$ cat config.mk
export PLATFORM = sky130hd
export DESIGN_NAME = tsi_switch
export DESIGN_NICKNAME = d
export VERILOG_FILES = /design/src/rtl/tsi_pkg.sv /design/src/rtl/tsi_ctrl.sv /design/src/rtl/tsi_datapath.sv /design/src/rtl/tsi_switch.sv
export SDC_FILE = /design/constraint.sdc
export NUM_CORES = 1
export LEC_CHECK = 0
export BUFFER_PORTS_ARGS = -buffer_cell sky130_fd_sc_hd__buf_2
export CORE_UTILIZATION = 60
export CTS_CLUSTER_SIZE = 20
export DETAILED_ROUTE_END_ITERATION = 10
export PLACE_DENSITY = 0.76
export SLEW_MARGIN = 20
export SYNTH_ARGS = -nofsm -noshare
export SYNTH_HDL_FRONTEND = slang
export SYNTH_HIERARCHICAL = 1
export SYNTH_SLANG_ARGS = --single-unit
$ cat constraint.sdc
create_clock -name clk -period 3.3 [get_ports clk]
set_input_delay 0.33 -clock clk [delete_from_list [all_inputs] [get_ports clk]]
set_output_delay 0.33 -clock clk [all_outputs]
set_load 0.1 [all_outputs]
$ cat src/rtl/tsi_pkg.sv
package tsi_pkg;
  // Strobes from the control to the datapath, all valid in the current cycle.
  typedef struct packed {
    logic wrEn;      // store the present sample
    logic wrBank;    // frame store being written
    logic rdEn;      // emit an output slot
    logic newFrame;  // an accepted frame start: swap the tables
    logic outStart;  // the slot being emitted is slot 0
  } tsiStrobe_t;
endpackage

$ cat src/rtl/tsi_ctrl.sv
module tsi_ctrl
  import tsi_pkg::*;
#(
  parameter int N = 24
) (
  input  logic                    clk,
  input  logic                    rst_n,
  input  logic                    inValid,
  input  logic                    inFrameStart,
  output tsiStrobe_t              strobe,
  output logic [$clog2(N)-1:0]    slotIdx
);
  localparam int SW = $clog2(N);
  localparam int CW = $clog2(N + 1);

  logic [CW-1:0] nextSlot;
  logic          bankSel;
  logic          started;
  logic          primed;
  logic          accept;

  assign accept  = inValid && (inFrameStart || (started && (nextSlot < CW'(N))));
  assign slotIdx = inFrameStart ? '0 : nextSlot[SW-1:0];

  always_comb begin
    strobe.wrEn     = accept;
    strobe.wrBank   = inFrameStart ? ~bankSel : bankSel;
    strobe.rdEn     = accept && (primed || (inFrameStart && started));
    strobe.newFrame = accept && inFrameStart;
    strobe.outStart = inFrameStart;
  end

  always_ff @(posedge clk or negedge rst_n) begin
    if (!rst_n) begin
      nextSlot <= '0;
      bankSel  <= 1'b0;
      started  <= 1'b0;
      primed   <= 1'b0;
    end else begin
      if (accept) nextSlot <= CW'(slotIdx) + CW'(1);
      if (strobe.newFrame) begin
        bankSel <= ~bankSel;
        started <= 1'b1;
        if (started) primed <= 1'b1;
      end
    end
  end
endmodule

$ cat src/rtl/tsi_datapath.sv
module tsi_datapath
  import tsi_pkg::*;
#(
  parameter int N = 24,
  parameter int W = 8
) (
  input  logic                  clk,
  input  logic                  rst_n,
  input  tsiStrobe_t            strobe,
  input  logic [$clog2(N)-1:0]  slotIdx,
  input  logic [W-1:0]          inSample,
  input  logic                  cfgWrEn,
  input  logic [$clog2(N)-1:0]  cfgAddr,
  input  logic [$clog2(N)-1:0]  cfgData,
  output logic                  outValid,
  output logic                  outFrameStart,
  output logic [W-1:0]          outSample
);
  localparam int SW = $clog2(N);

  logic [W-1:0]  frameMem  [2][N];
  logic [SW-1:0] shadowMap [N];
  logic [SW-1:0] activeMap [N];
  logic [SW-1:0] srcSlot;
  logic          cfgOk;

  assign cfgOk = cfgWrEn && ({1'b0, cfgAddr} < (SW+1)'(N))
                         && ({1'b0, cfgData} < (SW+1)'(N));

  // The table that goes live at a frame start already serves that slot 0.
  assign srcSlot = strobe.newFrame ? shadowMap[slotIdx] : activeMap[slotIdx];

  always_ff @(posedge clk) begin
    if (strobe.wrEn) frameMem[strobe.wrBank][slotIdx] <= inSample;
  end

  always_ff @(posedge clk or negedge rst_n) begin
    if (!rst_n) begin
      for (int i = 0; i < N; i++) begin
        shadowMap[i] <= SW'(i);
        activeMap[i] <= SW'(i);
      end
    end else begin
      if (strobe.newFrame) activeMap <= shadowMap;
      if (cfgOk) shadowMap[cfgAddr] <= cfgData;
    end
  end

  always_ff @(posedge clk or negedge rst_n) begin
    if (!rst_n) begin
      outValid      <= 1'b0;
      outFrameStart <= 1'b0;
      outSample     <= '0;
    end else begin
      outValid      <= strobe.rdEn;
      outFrameStart <= strobe.rdEn && strobe.outStart;
      if (strobe.rdEn) outSample <= frameMem[~strobe.wrBank][srcSlot];
    end
  end
endmodule

$ cat src/rtl/tsi_switch.sv
module tsi_switch
  import tsi_pkg::*;
#(
  parameter int N = 24,
  parameter int W = 8
) (
  input  logic                  clk,
  input  logic                  rst_n,
  input  logic                  inValid,
  input  logic                  inFrameStart,
  input  logic [W-1:0]          inSample,
  input  logic                  cfgWrEn,
  input  logic [$clog2(N)-1:0]  cfgAddr,
  input  logic [$clog2(N)-1:0]  cfgData,
  output logic                  outValid,
  output logic                  outFrameStart,
  output logic [W-1:0]          outSample
);
  tsiStrobe_t            strobe;
  logic [$clog2(N)-1:0]  slotIdx;

  tsi_ctrl #(.N(N)) u_ctrl (
    .clk(clk), .rst_n(rst_n), .inValid(inValid), .inFrameStart(inFrameStart),
    .strobe(strobe), .slotIdx(slotIdx)
  );

  tsi_datapath #(.N(N), .W(W)) u_dp (
    .clk(clk), .rst_n(rst_n), .strobe(strobe), .slotIdx(slotIdx),
    .inSample(inSample), .cfgWrEn(cfgWrEn), .cfgAddr(cfgAddr), .cfgData(cfgData),
    .outValid(outValid), .outFrameStart(outFrameStart), .outSample(outSample)
  );
endmodule

==> qor.yml, run 1 <==
synth_ff_type: "edfxtp_1"
final_cells: 2363
core_area_um2: 44320
fin_ws_ns: -0.2795
insertion_delay_ns: 0.60
dp_hpwl_um: 41800
die_y_um: 214.2
maxSlewViolCount: 0
cts_max_path_buffers: 3
crit_type: "reg -> reg"
vias: 15210
slew_headroom: 0.3597
place_inst: 2220
ir_drop_uv: 515.3
cts_buffers: 66
status: "finished with violations"
crit_path_max_fanout: 7
synth_cells: 1502
tns_ns: -1.728
rows: 77
critPathSlowestCell: "mux4_1"
timing.fmax_mhz: 279.4
yosys.area.top_type: "edfxtp_1"
path_cells: "inv_2 > nor2_4 > buf_12 > buf_6 > mux4_1 > mux2i_1 > buf_4 > o21a_1 > a22oi_2 > buf_12 > buf_12 > mux4_2 > o22ai_1 > a21oi_1 > a221o_1"
gp_congestion: 0.9735
clock_sinks: 642
skew_ns: 0.02394
async_flop_share: 0.4019
crit_family: "multiplexers"
grt-ovfl-total: 0
io_pins: 33
die_area_um2: 45870
yosysTopAreaCellShare: 0.4269
first_pass_iters: 7
grt_pass1_vias: 15900
cts.reportedPaths.clkPinSlew_ns: 0.06
wl_met3_um: 4663
critical_path_arrival_ns: 4.06
antennaDiodeCount: 0
grt_pass1_wl_um: 98520
cts.root.buffer_cell: "clkbuf_16"
fin_crit_ns: 3.580
netlist_top_cells_area: "edfxtp_1 (43%), dfrtp_1 (14%), mux2_2 (11%)"
setup_viol: 8
antenna_found_initial: 0
wire_per_inst_um: 27.57
p_total_uw: 23590
cp_common_cell: "buf_12"
cts_tree: "built"
rsz0062_at_grt: "yes"
met2_wirelength_um: 33230
holdCritPathClass: "in -> reg"
synth_seq_cells: 642
h-tree-depth: 3
period_share: 1.085
ant_nets: 0
yosysSeqAreaShare: 0.6708
initial_utilization: 0.6095
synth_edf_count: 384
routed_wl_um: 65160
synth_nets: 1526
io_buffers: 32
routed.top_layer: "met4"
drv_cap: 0
cp.buffers_inverters: 6
end_kind: "flop"
grtUsageTotal: 0.2896
wirelength_met1_um: 24500
yosys_warnings: 6
fin_nets: 1744
drc_errors: 0
hold_viol: 0
critical_path.startpoint_type: "flop"
ys_types: 73
worst_pin_slew_ns: 0.9604
r2r_slack_ns: -0.28
syn_area_um2: 27010
required_ns: 3.78
p_leak_uw: 0.01191
syn_avg_cell_area_um2: 17.98
routed_via_density: 6.435
drt-initial-drc-count: 1313
grt_max_degree: 114
drive_gt1_frac: 0.5048
power_per_cell_area_nw_per_um2: 742.9
max_stage_delay_ns: 0.58
die_w_um: 214.2
syn_to_final_growth_pct: 17.57
violations: "setup timing"
## worst reg2reg max path, cell delays in order, from the launching register on
cell,delay [ns]
dfrtp_1,0.38
inv_2,0.07
nor2_4,0.12
buf_12,0.14
buf_6,0.12
mux4_1,0.58
mux2i_1,0.16
buf_4,0.15
o21a_1,0.15
a22oi_2,0.13
buf_12,0.20
buf_12,0.15
mux4_2,0.34
o22ai_1,0.31
a21oi_1,0.14
a221o_1,0.33
## routing by layer
| metal | vias to the layer above | GRT usage |
|---|---|---|
| met5 | - | 0 |
| met4 | 0 | 0.1238 |
| met3 | 168 | 0.05418 |
| met2 | 675 | 0.4858 |
| met1 | 7973 | 0.3736 |
| li1 | 6391 | - |
## per-stage QoR
| step | hold WS, ns | instance area, um2 | worst slack (ns) | util |
|---|---|---|---|---|
| finish | 0.06281 | 31760 | -0.2795 | 0.7165 |
| global route | 0.06909 | 31760 | -0.3209 | 0.7165 |
| CTS | 0.02469 | 31450 | -0.1934 | 0.7096 |
| detailed placement | 0.4515 | 29060 | -0.4432 | 0.6557 |
| global placement | 0.4459 | 29060 | -0.3646 | 0.6557 |
| floorplan | 0.03441 | 27010 | 0.1438 | - |
## path summary, 6_finish.rpt
kind,from,endpoint,cells past startpoint
max,u_ctrl/nextSlot[0],u_dp/outSample[6],15
min,inValid,u_ctrl/nextSlot[2],3
max reg2reg,u_ctrl/nextSlot[0],u_dp/outSample[6],15
min reg2reg,u_ctrl/primed,u_ctrl/primed,1
max in group asynchronous,rst_n,u_dp/shadowMap[40],3
min in group asynchronous,rst_n,u_dp/shadowMap[15],2
## state kept, by name (all words and copies together) (netlist names)
| name | count |
|---|---|
| u_dp/frameMem | 384 |
| u_dp/activeMap | 120 |
| u_dp/shadowMap | 120 |
| u_dp/outSample | 8 |
| u_ctrl/nextSlot | 5 |
| u_ctrl/bankSel | 1 |
| u_ctrl/primed | 1 |
| u_ctrl/started | 1 |
| u_dp/outFrameStart | 1 |
| u_dp/outValid | 1 |
## power breakdown
| part | switching (uW) | internal (uW) |
|---|---|---|
| logic | 3450 | 3060 |
| registers | 435 | 9380 |
| clock network | 3040 | 4220 |
## area by class of cell
cell class | instances | area [um2]
Tap cell | 592 | 740.7
Clock inverter | 35 | 306.5
Inverter | 16 | 62.56
Sequential cell | 642 | 18120
Clock buffer | 84 | 1812
Timing Repair Buffer | 231 | 2072
Fill cell | 2670 | 12560
Multi-Input combinational cell | 763 | 8645
## timing repair
| item | 4_1_cts | 5_1_grt |
|---|---|---|
| hold buffers | 1 | 0 |
| endpoints found under the hold margin | 59 | 0 |
| buffers inserted | 9 | 10 |
| pin swaps | 11 | 21 |
| setup endpoints to repair | 8 | 8 |
| gates cloned | 3 | 2 |
| gates resized for setup | 22 | 49 |
## logic make-up (layout without fill, tap and decap cells)
kind of cell,after synthesis,in the layout,synth area share
DFF,642,642,0.6708
muxes,433,433,0.2365
and+or+nand+nor,200,200,0.03437
AOI/OAI and AO/OA,127,127,0.03692
buffers and inverters,97,366,0.02034
xor gates and xnor gates,2,2,0.0006487
adders and majority gates,1,1,0.0004632
## layout by cell type (no fill, tap or decap), drive strengths merged, types with 3 or more instances in the layout
master and count:
nand2b 4, a221o 4, mux2 259, a22o 4
dfstp 104, nor2 106, o22ai 26, o32ai 7
edfxtp 384, a21oi 10, nor3 9, a22oi 24
or3 3, buf 227, clkbuf 87, nor2b 10
or3b 3, mux4 134, bufinv 4, a311oi 3
dfrtp 154, mux2i 40, clkinv 25, o221ai 9
inv 20, nand2 28, nand3 23, a211o 7
nand3b 5, o21ai 13
## synth_stat cells, drive strengths merged, types with 2 or more instances
master / instances
nor2b: 10
o22ai: 26
a221o: 4
a311oi: 3
and2: 2
nand3: 23
o221ai: 9
a31oi: 2
dfstp: 104
o22a: 2
nor3: 9
edfxtp: 384
mux4: 134
o21ai: 13
nand4: 2
inv: 16
a21o: 2
or3b: 3
o32ai: 7
dfrtp: 154
a2111oi: 2
a211o: 7
clkbuf: 34
mux2i: 40
a22oi: 24
mux2: 259
or3: 3
a22o: 4
nand2: 28
nor2: 106
nand3b: 5
buf: 47
a21oi: 10
nand2b: 4
Note: power is estimated with default switching activity, not from simulation.
==> run 2: changes to the inputs <==
- SYNTH_HIERARCHICAL: 1 -> not set
==> run 2 against run 1 <==
  * The run now ends clean
  * Final cell count up 16%
  * First-iteration DRC count up 5.4%
  * Power down 8.7%
  * Non-clock buffer count decreased by 40
  * Worst setup slack improved by 0.31 ns
  * Die area is 1.6% lower
  * Synthesized cell count is 30% higher
  * Critical endpoint is now u_dp.outSample[7]
  * Largest power group unchanged
  * Highest routed layer unchanged
==> qor.yml, run 2 <==
status: "complete, no violations"
max_flop_register: "u_dp.frameMem"
die_y_um: 212.5
ant_nets: 0
power_per_cell_area_nw_per_um2: 705.7
holdCritPathClass: "in -> reg"
critical_path_arrival_ns: 3.75
synth_cells: 1951
skew_ns: 0.01608
io_buffers: 32
syn_to_final_growth_pct: 14.80
finalInstanceArea_um2: 30510
die_area_um2: 45140
synth_nets: 1978
yosysMostFrequentCell: "nand2_1"
required_ns: 3.79
rows: 76
yosysSeqAreaShare: 0.6816
grt_pass1_wl_um: 98590
drt-initial-drc-count: 1384
slew_headroom: 0.3081
initial_utilization: 0.6130
h-tree-depth: 2
gp_congestion: 1.031
routed_wl_um: 64760
routed_via_density: 6.063
final_cell_mix: "nand2_1 (440), edfxtp_1 (384), dfrtp_1 (153), buf_4 (137), mux2_2 (125)"
p_leak_uw: 0.01198
antenna_found_initial: 1
yosysTopAreaCellShare: 0.4338
largest_reg_flops: 384
ys_types: 74
synth_ff_type: "edfxtp_1"
core_area_um2: 43360
syn_avg_cell_area_um2: 13.62
synthTopCellsByCount: "nand2_1 (441), edfxtp_1 (384), dfrtp_1 (154), mux2_2 (125), dfstp_2 (104)"
dp_hpwl_um: 41460
grt_max_degree: 109
grtUsageTotal: 0.2949
synth_edf_count: 384
yosys_warnings: 0
vias: 16590
fin_ws_ns: 0.03298
cts.reportedPaths.clkPinSlew_ns: 0.06
grt_pass1_vias: 16710
fin_crit_ns: 3.267
maxSlewViolCount: 0
postPlaceCellArea_um2: 28350
setup_viol: 0
fin_nets: 2132
first_pass_iters: 5
hold_viol: 0
dpl_worst_slack_ns: 0.009843
drc_errors: 0
grt-ovfl-total: 0
async_flop_share: 0.4019
period_share: 0.9900
cts_buffers: 61
syn_area_um2: 26580
timing.fmax_mhz: 306.1
ir_drop_uv: 508.9
crit_path_max_fanout: 12
critical_path.startpoint_type: "flop"
drv_cap: 0
wire_per_inst_um: 23.66
worst_pin_slew_ns: 1.038
end_kind: "flop"
final_util: 0.7037
crit_type: "reg -> reg"
drive_gt1_frac: 0.2712
cts.root.buffer_cell: "clkbuf_16"
yosys.area.top_type: "edfxtp_1"
clock_sinks: 642
insertion_delay_ns: 0.62
die_w_um: 212.5
io_pins: 33
cts_tree: "built"
reg_top3: "u_dp.frameMem (384), u_dp.activeMap (120), u_dp.shadowMap (120)"
netlist_top_cells_area: "edfxtp_1 (43%), dfrtp_1 (14%), dfstp_2 (10%)"
synth_seq_cells: 642
layout_commonest_cell: "nand2_1"
cts_max_path_buffers: 3
==> run 2: final cells by class <==
| class | instances | area, um2 |
|---|---|---|
| clock inverter | 26 | 256.5 |
| timing repair buffer | 191 | 1629 |
| sequential | 642 | 18120 |
| inverter | 90 | 341.6 |
| clock buffer | 82 | 1678 |
| fill | 2946 | 12850 |
| antenna | 2 | 5.005 |
| tap | 585 | 732.0 |
| multi-input combinational | 1119 | 7752 |
==> run 2: critical path, stage by stage, from the launching register on <==
cell and delay (ns):
dfrtp_1 0.37, nor2b_2 0.26, mux2_2 0.40, o41ai_1 0.33, buf_4 0.19, o31ai_4 0.05, and3_4 0.26, clkbuf_16 0.22
buf_4 0.18, a211oi_1 0.37, a211oi_2 0.07, o22ai_1 0.31, o211ai_1 0.12
==> run 2: per-stage QoR <==
step | cells | power (uW) | hold WS (ns) | setup TNS (ns)
global route | 2736 | 22280 | 0.08657 | -0.03177
CTS | 2725 | 21420 | 0.06777 | 0
floorplan | 1951 | 12750 | 0.03441 | 0
global placement | 2616 | 14520 | 0.4373 | 0
finish | 2737 | 21530 | 0.1004 | 0
detailed placement | 2616 | 14630 | 0.4416 | 0
==> run 2: repair_timing <==
action,4_1_cts,5_1_grt
setup buffers,0,7
hold buffers,1,0
endpoints found under the hold margin,63,0
setup endpoints to repair,0,8
resized for setup,0,19
==> run 2: kinds of logic (layout without fill, tap and decap cells) <==
group,count (synthesis),after routing,synth area share
DFF,642,642,0.6816
and+or+nand+nor,609,609,0.09429
muxes,261,261,0.1239
AOI/OAI and AO/OA,242,242,0.06581
buffers and inverters,190,389,0.03116
adders and majority gates,4,4,0.001883
xor gates and xnor gates,3,3,0.001271
other,0,2,0
==> run 2: path summary, 6_finish.rpt <==
| path | end | slack, ns | cells past startpoint | start |
|---|---|---|---|---|
| worst max-delay path | u_dp.outSample[7] | 0.03 | 12 | u_ctrl.nextSlot[2] |
| worst min-delay path | u_ctrl.primed | 0.10 | 2 | inValid |
| worst max register to register | u_dp.outSample[7] | 0.03 | 12 | u_ctrl.nextSlot[2] |
| worst min register to register | u_dp.activeMap[30] | 0.45 | 2 | u_dp.shadowMap[30] |
| max in group asynchronous | u_dp.shadowMap[53] | 1.99 | 3 | rst_n |
| min in group asynchronous | u_dp.shadowMap[62] | 0.36 | 2 | rst_n |
==> run 2: layer usage <==
metal  share of wire  wire, um  vias up  GRT usage
met3           0.062      4000      141    0.04638
met4           0.040      2569        0     0.1176
li1                -         -     7391          -
met1            0.40     25950     8441     0.3905
met2            0.50     32250      621     0.4918
met5               0         0        -          0
==> run 2: power breakdown <==
| group | internal, uW | switching (uW) |
|---|---|---|
| logic | 2020 | 2920 |
| registers | 9370 | 381 |
| clock network | 3930 | 2910 |
| total | 15300 | 6210 |
